--- src/rtl/i2c_cond_pkg.sv ---
package i2c_cond_pkg;

  // Counter width needed to count up to n.
  function automatic int cnt_width(input int n);
    return (n < 1) ? 1 : $clog2(n + 1);
  endfunction

  // Edges from a raw change to the clean output change.
  function automatic int filt_latency(input int n, input int stages);
    return n + stages;
  endfunction

  // Line indices inside the two-bit line vectors.
  localparam int LINE_SCL = 0;
  localparam int LINE_SDA = 1;

endpackage

--- src/rtl/glitch_filter.sv ---
module glitch_filter #(
  parameter int SYNC_STAGES = 2,
  parameter int FILT_CYC    = 4
) (
  input  logic clk,
  input  logic rst_n,
  input  logic raw_i,
  output logic level_o
);
  localparam int CNT_W = i2c_cond_pkg::cnt_width(FILT_CYC);
  localparam logic [CNT_W-1:0] CNT_LAST = CNT_W'(FILT_CYC - 1);

  logic [SYNC_STAGES-1:0] sync_q;
  logic [CNT_W-1:0]       cnt_q;
  logic                   level_q;
  logic                   synced;
  logic                   differs;
  logic                   accept;

  assign synced  = sync_q[SYNC_STAGES-1];
  assign differs = synced != level_q;
  assign accept  = differs && (cnt_q == CNT_LAST);
  assign level_o = level_q;

  always_ff @(posedge clk or negedge rst_n) begin
    if (!rst_n) begin
      sync_q  <= '1;
      cnt_q   <= '0;
      level_q <= 1'b1;
    end else begin
      sync_q <= {sync_q[SYNC_STAGES-2:0], raw_i};
      if (!differs) begin
        cnt_q <= '0;
      end else if (accept) begin
        cnt_q   <= '0;
        level_q <= synced;
      end else begin
        cnt_q <= cnt_q + 1'b1;
      end
    end
  end

  // A new clean level must be the value the synchronizer presented.
  AST_LEVEL_FROM_SYNC: assert property (@(posedge clk) disable iff (!rst_n)
    (level_q != $past(level_q)) |-> (level_q == $past(synced)));

  // The hold counter never runs past the filter window.
  AST_CNT_IN_WINDOW: assert property (@(posedge clk) disable iff (!rst_n)
    int'(cnt_q) < FILT_CYC);

  // An agreeing synchronizer output leaves the clean level alone.
  AST_HOLD_WHEN_EQUAL: assert property (@(posedge clk) disable iff (!rst_n)
    !differs |=> $stable(level_q));

endmodule

--- src/rtl/bus_cond_decode.sv ---
module bus_cond_decode (
  input  logic clk,
  input  logic rst_n,
  input  logic scl_i,
  input  logic sda_i,
  output logic scl_rise_o,
  output logic scl_fall_o,
  output logic start_o,
  output logic stop_o,
  output logic busy_o
);
  logic scl_q;
  logic sda_q;
  logic busy_q;
  logic scl_held_high;
  logic sda_fell;
  logic sda_rose;

  assign scl_held_high = scl_i && scl_q;
  assign sda_fell      = !sda_i && sda_q;
  assign sda_rose      = sda_i && !sda_q;

  assign scl_rise_o = scl_i && !scl_q;
  assign scl_fall_o = !scl_i && scl_q;
  assign start_o    = sda_fell && scl_held_high;
  assign stop_o     = sda_rose && scl_held_high;
  assign busy_o     = busy_q;

  always_ff @(posedge clk or negedge rst_n) begin
    if (!rst_n) begin
      scl_q  <= 1'b1;
      sda_q  <= 1'b1;
      busy_q <= 1'b0;
    end else begin
      scl_q <= scl_i;
      sda_q <= sda_i;
      if (start_o)     busy_q <= 1'b1;
      else if (stop_o) busy_q <= 1'b0;
    end
  end

  AST_START_LEVELS: assert property (@(posedge clk) disable iff (!rst_n)
    start_o |-> (scl_i && !sda_i && $past(sda_i)));

  AST_STOP_LEVELS: assert property (@(posedge clk) disable iff (!rst_n)
    stop_o |-> (scl_i && sda_i && !$past(sda_i)));

  AST_SCL_STROBES_EXCL: assert property (@(posedge clk) disable iff (!rst_n)
    $onehot0({scl_rise_o, scl_fall_o}));

  AST_BUSY_AFTER_START: assert property (@(posedge clk) disable iff (!rst_n)
    start_o |=> busy_o);

  AST_IDLE_AFTER_STOP: assert property (@(posedge clk) disable iff (!rst_n)
    stop_o |=> !busy_o);

  AST_NO_COND_ON_SCL_EDGE: assert property (@(posedge clk) disable iff (!rst_n)
    (scl_rise_o || scl_fall_o) |-> !(start_o || stop_o));

  AST_SCL_LOW_NO_COND: assert property (@(posedge clk) disable iff (!rst_n)
    !scl_i |-> (!start_o && !stop_o));

endmodule

--- src/rtl/i2c_cond_detect.sv ---
module i2c_cond_detect #(
  parameter int SYNC_STAGES = 2,
  parameter int FILT_CYC    = 4
) (
  input  logic clk,
  input  logic rst_n,
  input  logic scl_raw,
  input  logic sda_raw,
  output logic scl_o,
  output logic sda_o,
  output logic scl_rise_o,
  output logic scl_fall_o,
  output logic start_o,
  output logic stop_o,
  output logic busy_o
);
  import i2c_cond_pkg::*;

  localparam int NUM_LINES = 2;

  logic [NUM_LINES-1:0] raw_v;
  logic [NUM_LINES-1:0] clean_v;

  assign raw_v[LINE_SCL] = scl_raw;
  assign raw_v[LINE_SDA] = sda_raw;

  for (genvar g = 0; g < NUM_LINES; g++) begin : g_line
    glitch_filter #(
      .SYNC_STAGES (SYNC_STAGES),
      .FILT_CYC    (FILT_CYC)
    ) u_filt (
      .clk     (clk),
      .rst_n   (rst_n),
      .raw_i   (raw_v[g]),
      .level_o (clean_v[g])
    );
  end

  assign scl_o = clean_v[LINE_SCL];
  assign sda_o = clean_v[LINE_SDA];

  bus_cond_decode u_dec (
    .clk        (clk),
    .rst_n      (rst_n),
    .scl_i      (clean_v[LINE_SCL]),
    .sda_i      (clean_v[LINE_SDA]),
    .scl_rise_o (scl_rise_o),
    .scl_fall_o (scl_fall_o),
    .start_o    (start_o),
    .stop_o     (stop_o),
    .busy_o     (busy_o)
  );

  // Start and Stop never coincide at the block's edge.
  AST_ONE_CONDITION: assert property (@(posedge clk) disable iff (!rst_n)
    $onehot0({start_o, stop_o}));

  // The busy flag only moves on a decoded condition.
  AST_BUSY_MOVES_ON_COND: assert property (@(posedge clk) disable iff (!rst_n)
    (busy_o != $past(busy_o)) |-> ($past(start_o) || $past(stop_o)));

endmodule

--- config.mk ---
export PLATFORM = sky130hd
export DESIGN_NAME = i2c_cond_detect
export DESIGN_NICKNAME = d
export VERILOG_FILES = /design/src/rtl/i2c_cond_pkg.sv /design/src/rtl/glitch_filter.sv /design/src/rtl/bus_cond_decode.sv /design/src/rtl/i2c_cond_detect.sv
export SDC_FILE = /design/constraint.sdc
export NUM_CORES = 1
export LEC_CHECK = 0
export BUFFER_PORTS_ARGS = -buffer_cell sky130_fd_sc_hd__buf_2
export CAP_MARGIN = 20
export CORE_AREA = 2 2 51 53
export CTS_BUF_LIST = sky130_fd_sc_hd__clkbuf_16
export DETAILED_ROUTE_END_ITERATION = 16
export DIE_AREA = 0 0 53 55
export HOLD_SLACK_MARGIN = 0.12
export PLACE_DENSITY = 0.38
export SYNTH_ARGS = -nofsm -noshare
export SYNTH_HDL_FRONTEND = slang
export SYNTH_HIERARCHICAL = 1
export SYNTH_SLANG_ARGS = --single-unit
--- constraint.sdc ---
create_clock -name clk -period 2.2 [get_ports clk]
set_clock_uncertainty 0.05 [all_clocks]
set_input_delay 0.44 -clock clk [delete_from_list [all_inputs] [get_ports clk]]
set_output_delay 0.44 -clock clk [all_outputs]
set_load 0.05 [all_outputs]
==> results.md, run 1 <==
* Num CTS Buffers at 3
* Iter 0 DRT Violations at 2
* Crit path kind: reg2out
* Cell taking the most area after synthesis: dfstp_2
* GPL Wtd Cong at 0.654
* CP max stage delay at 0.59 ns
* Grt ovf at 0
* Pre-antenna DRT Iters at 2
* H-tree lvl count at 1
* Max_cap viols at 0
* Layout cell share with drive strength beyond 1 at 49.1%
* Sequential fraction of the synthesis area at roughly two thirds
* Final #Nets at 60
* Slowest-stage cell, CP: dfstp_2
* Worst setup EP type: output port
* Core Footprint at 0.00236 mm2
* HP Class: in2reg
* Die Width at between 50 and 60 um
* Row cnt at 18
* Distinct cell type count after synthesis at 16
* Post-layout instance area at between 700 and 800 um2
* First-pass GRT wire length at between 1500 and 2000 um
* Slew Limit Fails at 0
* Placed Area at ~660 um2
* Worst-Margin Slew at ~0.32 ns
* Critical path peak fanout at 7
* GRT Resource Usage Total at about 7.6%
* Worst path cell trace: inv_1 -> nor3_2 -> buf_2
* Cell count after synthesis at 38
* Post-DP HPWL at between 600 and 700 um
* Max VDD drop at around 990 uV
* Top cell type's share of synthesized area at between 30% and 40%
* Post-CTS Setup Inserts at 0
* Vias in the first global route at 340
* Mapped Nets at 44
* # DRC at 0
* Final period util at approximately 83%
* RSZ-0062 raised after global routing: false
* Synth top area cells: dfstp_2 (37%), dfrtp_1 (31%), nor3b_1 (5.3%)
* Initial antenna violation count at 0
* Crit path time final at 1.83 ns
* Final Hold Fails at 0
* Outcome: finished, final reports clean
* Worst hold stages at 1
* Die area at roughly 0.0029 mm2
* IO Pins at 11
* # diodes at 0
* Clock transition at the registers of the reported paths at about 0.050 ns
* R2R depth at 3
* Largest net degree at the start of global routing at 16
* FILL cells at ~250
* Final setup viols at 0
* CTS tree: built
* Fmax at around 550 MHz
* Routed WL at between 800 and 900 um
* Syn. warnings at 6
* Worst Path Required at 1.71 ns
* CTS root buf: clkbuf_16
* Setup_tns at 0 ns
* Clk sink count at 15
* CP Launch Type: flip-flop
* Clock latency on the worst-skew pair at 0.24 ns
* Avg Inst Size Synth at about 15 um2
* Initial Util at 23.9%
* PortBufs at 10
* CTS max path bufs at 2
* Die Span Y at around 55 um
* Leak at approximately 0.00034 uW
* DRT antenna net count at 0
* Area grow syn2layout at 32.1%
* Crit path DAT at 1.34 ns
* Synthesized area at 566 um2
* Worst slew margin at 78.6%
* Yosys reg bits at 15
* Via total after detailed routing at 331
* Vias/cell at 3.99
* Wirelength per Cell at about 10 um
* Power per cell area at 1620 mW/mm2
## cell usage in the layout (no fill, tap or decap), drive strengths merged, types with 2 or more instances in the layout
master / n
dfstp: 8
ha: 2
mux2: 2
inv: 2
nor3: 3
nor3b: 4
clkbuf: 3
nor2b: 3
dfrtp: 7
buf: 10
xnor2: 2
## worst paths after layout
| kind | startpoint | end | slack, ns |
|---|---|---|---|
| worst max-delay path | g_line[1].u_filt/level_o | stop_o | 0.37 |
| worst min-delay path | scl_raw | g_line[0].u_filt/sync_q[0] | 0.25 |
| worst max register to register | g_line[1].u_filt/level_o | u_dec/busy_o | 1.02 |
| worst min register to register | g_line[1].u_filt/sync_q[0] | g_line[1].u_filt/sync_q[1] | 0.30 |
| max in group asynchronous | rst_n | u_dec/scl_q | 1.24 |
| min in group asynchronous | rst_n | g_line[0].u_filt/cnt_q[0] | 0.57 |
## synth_stat cells
library cell,number
nand2_1,1
nor3b_1,4
nor2b_1,1
xnor2_1,2
and2b_1,1
o21ai_1,1
o31ai_1,1
inv_1,1
dfrtp_1,7
dfstp_2,8
mux2_2,2
nor3_1,3
nor2_1,1
nand3_1,1
nor2b_4,2
ha_1,2
## report_power, final
part	internal, uW	leakage [uW]	switching (uW)
combinational	131	0.000118	287
clock	239	0.0000423	96.3
sequential	388	0.000175	71.5
total	759	0.000336	454
## kinds of logic (layout without fill, tap and decap cells)
logic type / after synthesis / count (layout) / share of synthesized area, %
and+or+nand+nor: 14 / 14 / 17.5
xor gates and xnor gates: 2 / 2 / 3.10
buffers and inverters: 1 / 16 / 0.663
adders and majority gates: 2 / 2 / 4.42
DFF: 15 / 15 / 68.1
muxes: 2 / 2 / 3.98
AOI/OAI and AO/OA: 2 / 2 / 2.21
## repair_timing
item | in CTS | in global routing
endpoints found under the hold margin | 7 | 0
hold buffers | 1 | 0
resized for setup | 0 | 0
## critical path: cells and delay by family (launching register included)
family,cells,cell delay (ns)
simple gates,1,0.16
flops,1,0.59
buf+inv,2,0.36
## stage by stage
stage	instances	utilization (%)	hold WS (ns)	setup WS (ns)	power (uW)
4_1_cts	83	31.6	0.243	0.344	1240
3_5_place_dp	78	27.8	0.297	0.602	890
6_report	83	31.6	0.249	0.367	1210
2_1_floorplan	38	-	0.0944	0.176	790
5_1_grt	83	31.6	0.238	0.284	1300
3_3_place_gp	78	27.8	0.296	0.618	889
## state kept, by name, indices dropped and copies added, names as in the netlist
register and count:
g_line.u_filt/sync_q 4, g_line.u_filt/level_o 2, u_dec/sda_q 1, u_dec/scl_q 1
u_dec/busy_o 1, g_line.u_filt/cnt_q 6
## layout make-up
cell class              instances  area, um2  share of cell area [%]
well taps                      30       37.5                    5.03
flip-flops and latches         15        385                    51.6
inverters                       1       3.75                   0.503
repair buffers                 11       60.1                    8.04
clock buffers                   3       75.1                    10.1
clock inverters                 1       3.75                   0.503
multi-input cells              22        181                    24.3
## metal layers
metal | up-vias | track usage (%) | wire length [um]
li1 | 160 | - | -
met3 | 0 | 4.03 | 39
met1 | 162 | 9.93 | 414
met4 | 0 | 2.56 | 0
met5 | - | 0 | 0
met2 | 9 | 10.6 | 384
Note: power is estimated with default switching activity, not from simulation.
==> run 2: changes to the inputs <==
--- a/config.mk
+++ b/config.mk
@@ -5,12 +5,13 @@
 export SDC_FILE = /design/constraint.sdc
 export NUM_CORES = 1
 export LEC_CHECK = 0
+export ABC_AREA = 1
 export BUFFER_PORTS_ARGS = -buffer_cell sky130_fd_sc_hd__buf_2
 export CAP_MARGIN = 20
-export CORE_AREA = 2 2 51 53
+export CORE_AREA = 2 2 53 55
 export CTS_BUF_LIST = sky130_fd_sc_hd__clkbuf_16
 export DETAILED_ROUTE_END_ITERATION = 16
-export DIE_AREA = 0 0 53 55
+export DIE_AREA = 0 0 55 57
 export HOLD_SLACK_MARGIN = 0.12
 export PLACE_DENSITY = 0.38
 export SYNTH_ARGS = -nofsm -noshare
==> constraint.sdc (replaced) <==
create_clock -name clk -period 1.9 [get_ports clk]
set_clock_uncertainty 0.05 [all_clocks]
set_input_delay 0.38 -clock clk [delete_from_list [all_inputs] [get_ports clk]]
set_output_delay 0.38 -clock clk [all_outputs]
set_load 0.05 [all_outputs]
==> run 2 against run 1 <==
Net effect:
- first-iteration DRC count rose by 100%
- combinational power rose by 7.0%
- sequential share of layout area fell by 3.1 points
- setup slack got worse by 0.25 ns
- count of clock-buffer cells in the layout did not move
- synthesized cell count rose by 76%
- clock power rose by 18%
- area after synthesis rose by 9.1%
- hold slack got worse by 0.062 ns
- utilization fell by 1.2 points
- highest routed layer is now met4
==> results.md, run 2 <==
* Outcome: finished, final reports clean
* PortBufs at 10
* Layout cell share with drive strength beyond 1 at 34.1%
* Die area at about 0.0031 mm2
* RSZ-0062 raised after global routing: false
* Worst path cell trace: nand2_1 -> inv_2 -> nand3_1 -> inv_1 -> buf_2
* # diodes at 0
* Final period util at 93.7%
* Worst Path Required at roughly 1.5 ns
* Hold Crit Start: sda_raw
* Setup_tns at 0 ns
* Post-CTS resize count at 0
* Cts hold-fix bufs at 1
* Pre-antenna DRT Iters at 2
* Most flops, register: g_line.u_filt/cnt_q
* Critical path peak fanout at 8
* Clk sink count at 15
* H-tree lvl count at 1
* Worst-Margin Slew at between 0.3 and 0.4 ns
* List of most frequent post-synthesis cells: nand2_1 (16), inv_1 (15), nor2_1 (9)
* Routed WL at slightly below 1000 um
* CP bufs+invs at 3
* Row cnt at 19
* Vias/cell at around 3.7
* FILL cells at just under 300
* Area grow syn2layout at 28.8%
* Cell count after synthesis at between 60 and 70
* GRT Resource Usage Total at 7.57%
* Fmax at between 500 and 600 MHz
* Worst setup EP type: output port
* Final setup viols at 0
* GPL Wtd Cong at between 0.6 and 0.7
* Avg Inst Size Synth at 9.21 um2
* Slowest-stage cell, CP: dfstp_2
* Wirelength per Cell at ~8.5 um
* Top delay family on crit path: flip-flops
* Slew Limit Fails at 0
* Max VDD drop at between 600 and 700 uV
* First-pass GRT wire length at 1650 um
* DRT antenna net count at 0
* Worst Setup Slack, final at ~0.12 ns
* HP Class: in2reg
* Worst r2r src: g_line[1].u_filt/level_o
* Max reg flops at 6
* Die Width at around 55 um
* Crit path kind: reg2out
* Num CTS Buffers at 3
* Area of the multi-input gates at 171 um2
* Synthesized area at between 600 and 700 um2
* Worst slew margin at 78.0%
* Max_cap viols at 0
* Die Span Y at between 50 and 60 um
* Most frequent cells in the layout: inv_1 (16), nand2_1 (16), buf_2 (10)
* Distinct cell type count after synthesis at 9
* IO Pins at 11
* Pre-CTS setup slack at between 0.3 and 0.4 ns
* Largest net degree at the start of global routing at 16
* CP max stage delay at 0.59 ns
* Initial antenna violation count at 0
* Initial Util at 23.6%
* Vias in the first global route at 408
* Post-DP HPWL at 710 um
* Leak at ~0.00043 uW
* Final #Nets at around 90
* Top cell type's share of synthesized area at 34.1%
* Total power at ~1300 uW
* Critical Path Source: g_line[0].u_filt/level_o
* Sequential fraction of the synthesis area at a little over three fifths
* Clock transition at the registers of the reported paths at roughly 0.050 ns
* Iter 0 DRT Violations at 4
* CTS max path bufs at 2
* Core Footprint at about 0.0026 mm2
* Power per cell area at between 1500 and 2000 mW/mm2
* CTS tree: built
* # DRC at 0
* Count leader, synth: nand2_1
* Ys flop type: dfstp_2
* Storage cell area at between 300 and 400 um2
* CP Launch Type: flip-flop
* Yosys reg bits at 15
* Post-CTS Setup Inserts at 0
* Mapped Nets at between 70 and 80
* Crit path DAT at 1.35 ns
* Asr flop ratio synth at between 90% and 100%
* Grt ovf at 0
* Via total after detailed routing at 421
* Post-synth EDFFs at 0
* Cell taking the most area after synthesis: dfstp_2
* Clock latency on the worst-skew pair at between 0.2 and 0.25 ns
* Syn. warnings at 6
* Final Hold Fails at 0
* Crit path time final at approximately 1.8 ns
* Synth top area cells: dfstp_2 (34%), dfrtp_1 (28%), nand2_1 (9.7%)
* CTS root buf: clkbuf_16
run 2: through the flow:
| step | instances | cell area (um2) | util, % | hold WS (ns) |
|---|---|---|---|---|
| global placement | 108 | 706 | 27.0 | 0.256 |
| floorplan | 67 | 617 | - | 0.0344 |
| detailed placement | 108 | 706 | 27.0 | 0.257 |
| finish | 113 | 795 | 30.4 | 0.187 |
| global route | 113 | 795 | 30.4 | 0.183 |
| CTS | 113 | 795 | 30.4 | 0.179 |
run 2: cell families after synthesis:
kind of cell	Yosys count	synth area share [%]
flops	15	62.5
fa+ha+maj	2	4.06
buf+inv	16	9.74
simple gates	34	23.7
run 2: metal layers:
metal	track usage (%)	vias up	wire length [um]
met2	10.0	11	436
li1	-	223	-
met3	1.57	2	42
met4	7.32	0	21
met5	0	-	0
met1	9.80	185	465
run 2: path summary, 6_finish.rpt:
| path | end | slack (ns) | cells after the start |
|---|---|---|---|
| min in group asynchronous | g_line[0].u_filt/cnt_q[1] | 0.52 | 2 |
| min reg2reg | g_line[1].u_filt/sync_q[1] | 0.30 | 0 |
| max | start_o | 0.12 | 5 |
| max in group asynchronous | u_dec/sda_q | 0.99 | 2 |
| min | g_line[1].u_filt/sync_q[0] | 0.19 | 1 |
| max reg2reg | u_dec/busy_o | 0.84 | 5 |
run 2: report_power, final:
part	total (uW)	leakage [uW]	switching, uW	internal [uW]
Sequential	505	0.000175	66.1	439
Clock	395	0.0000423	117	278
Combinational	446	0.000215	324	122
Total	1350	0.000432	508	838
run 2: final cells by class:
class	instances	share of cell area, %
Clock inverter	1	0.472
Sequential cell	15	48.5
Clock buffer	3	9.45
Tap cell	31	4.88
Inverter	16	7.56
Timing Repair Buffer	11	7.56
Multi-Input combinational cell	36	21.6
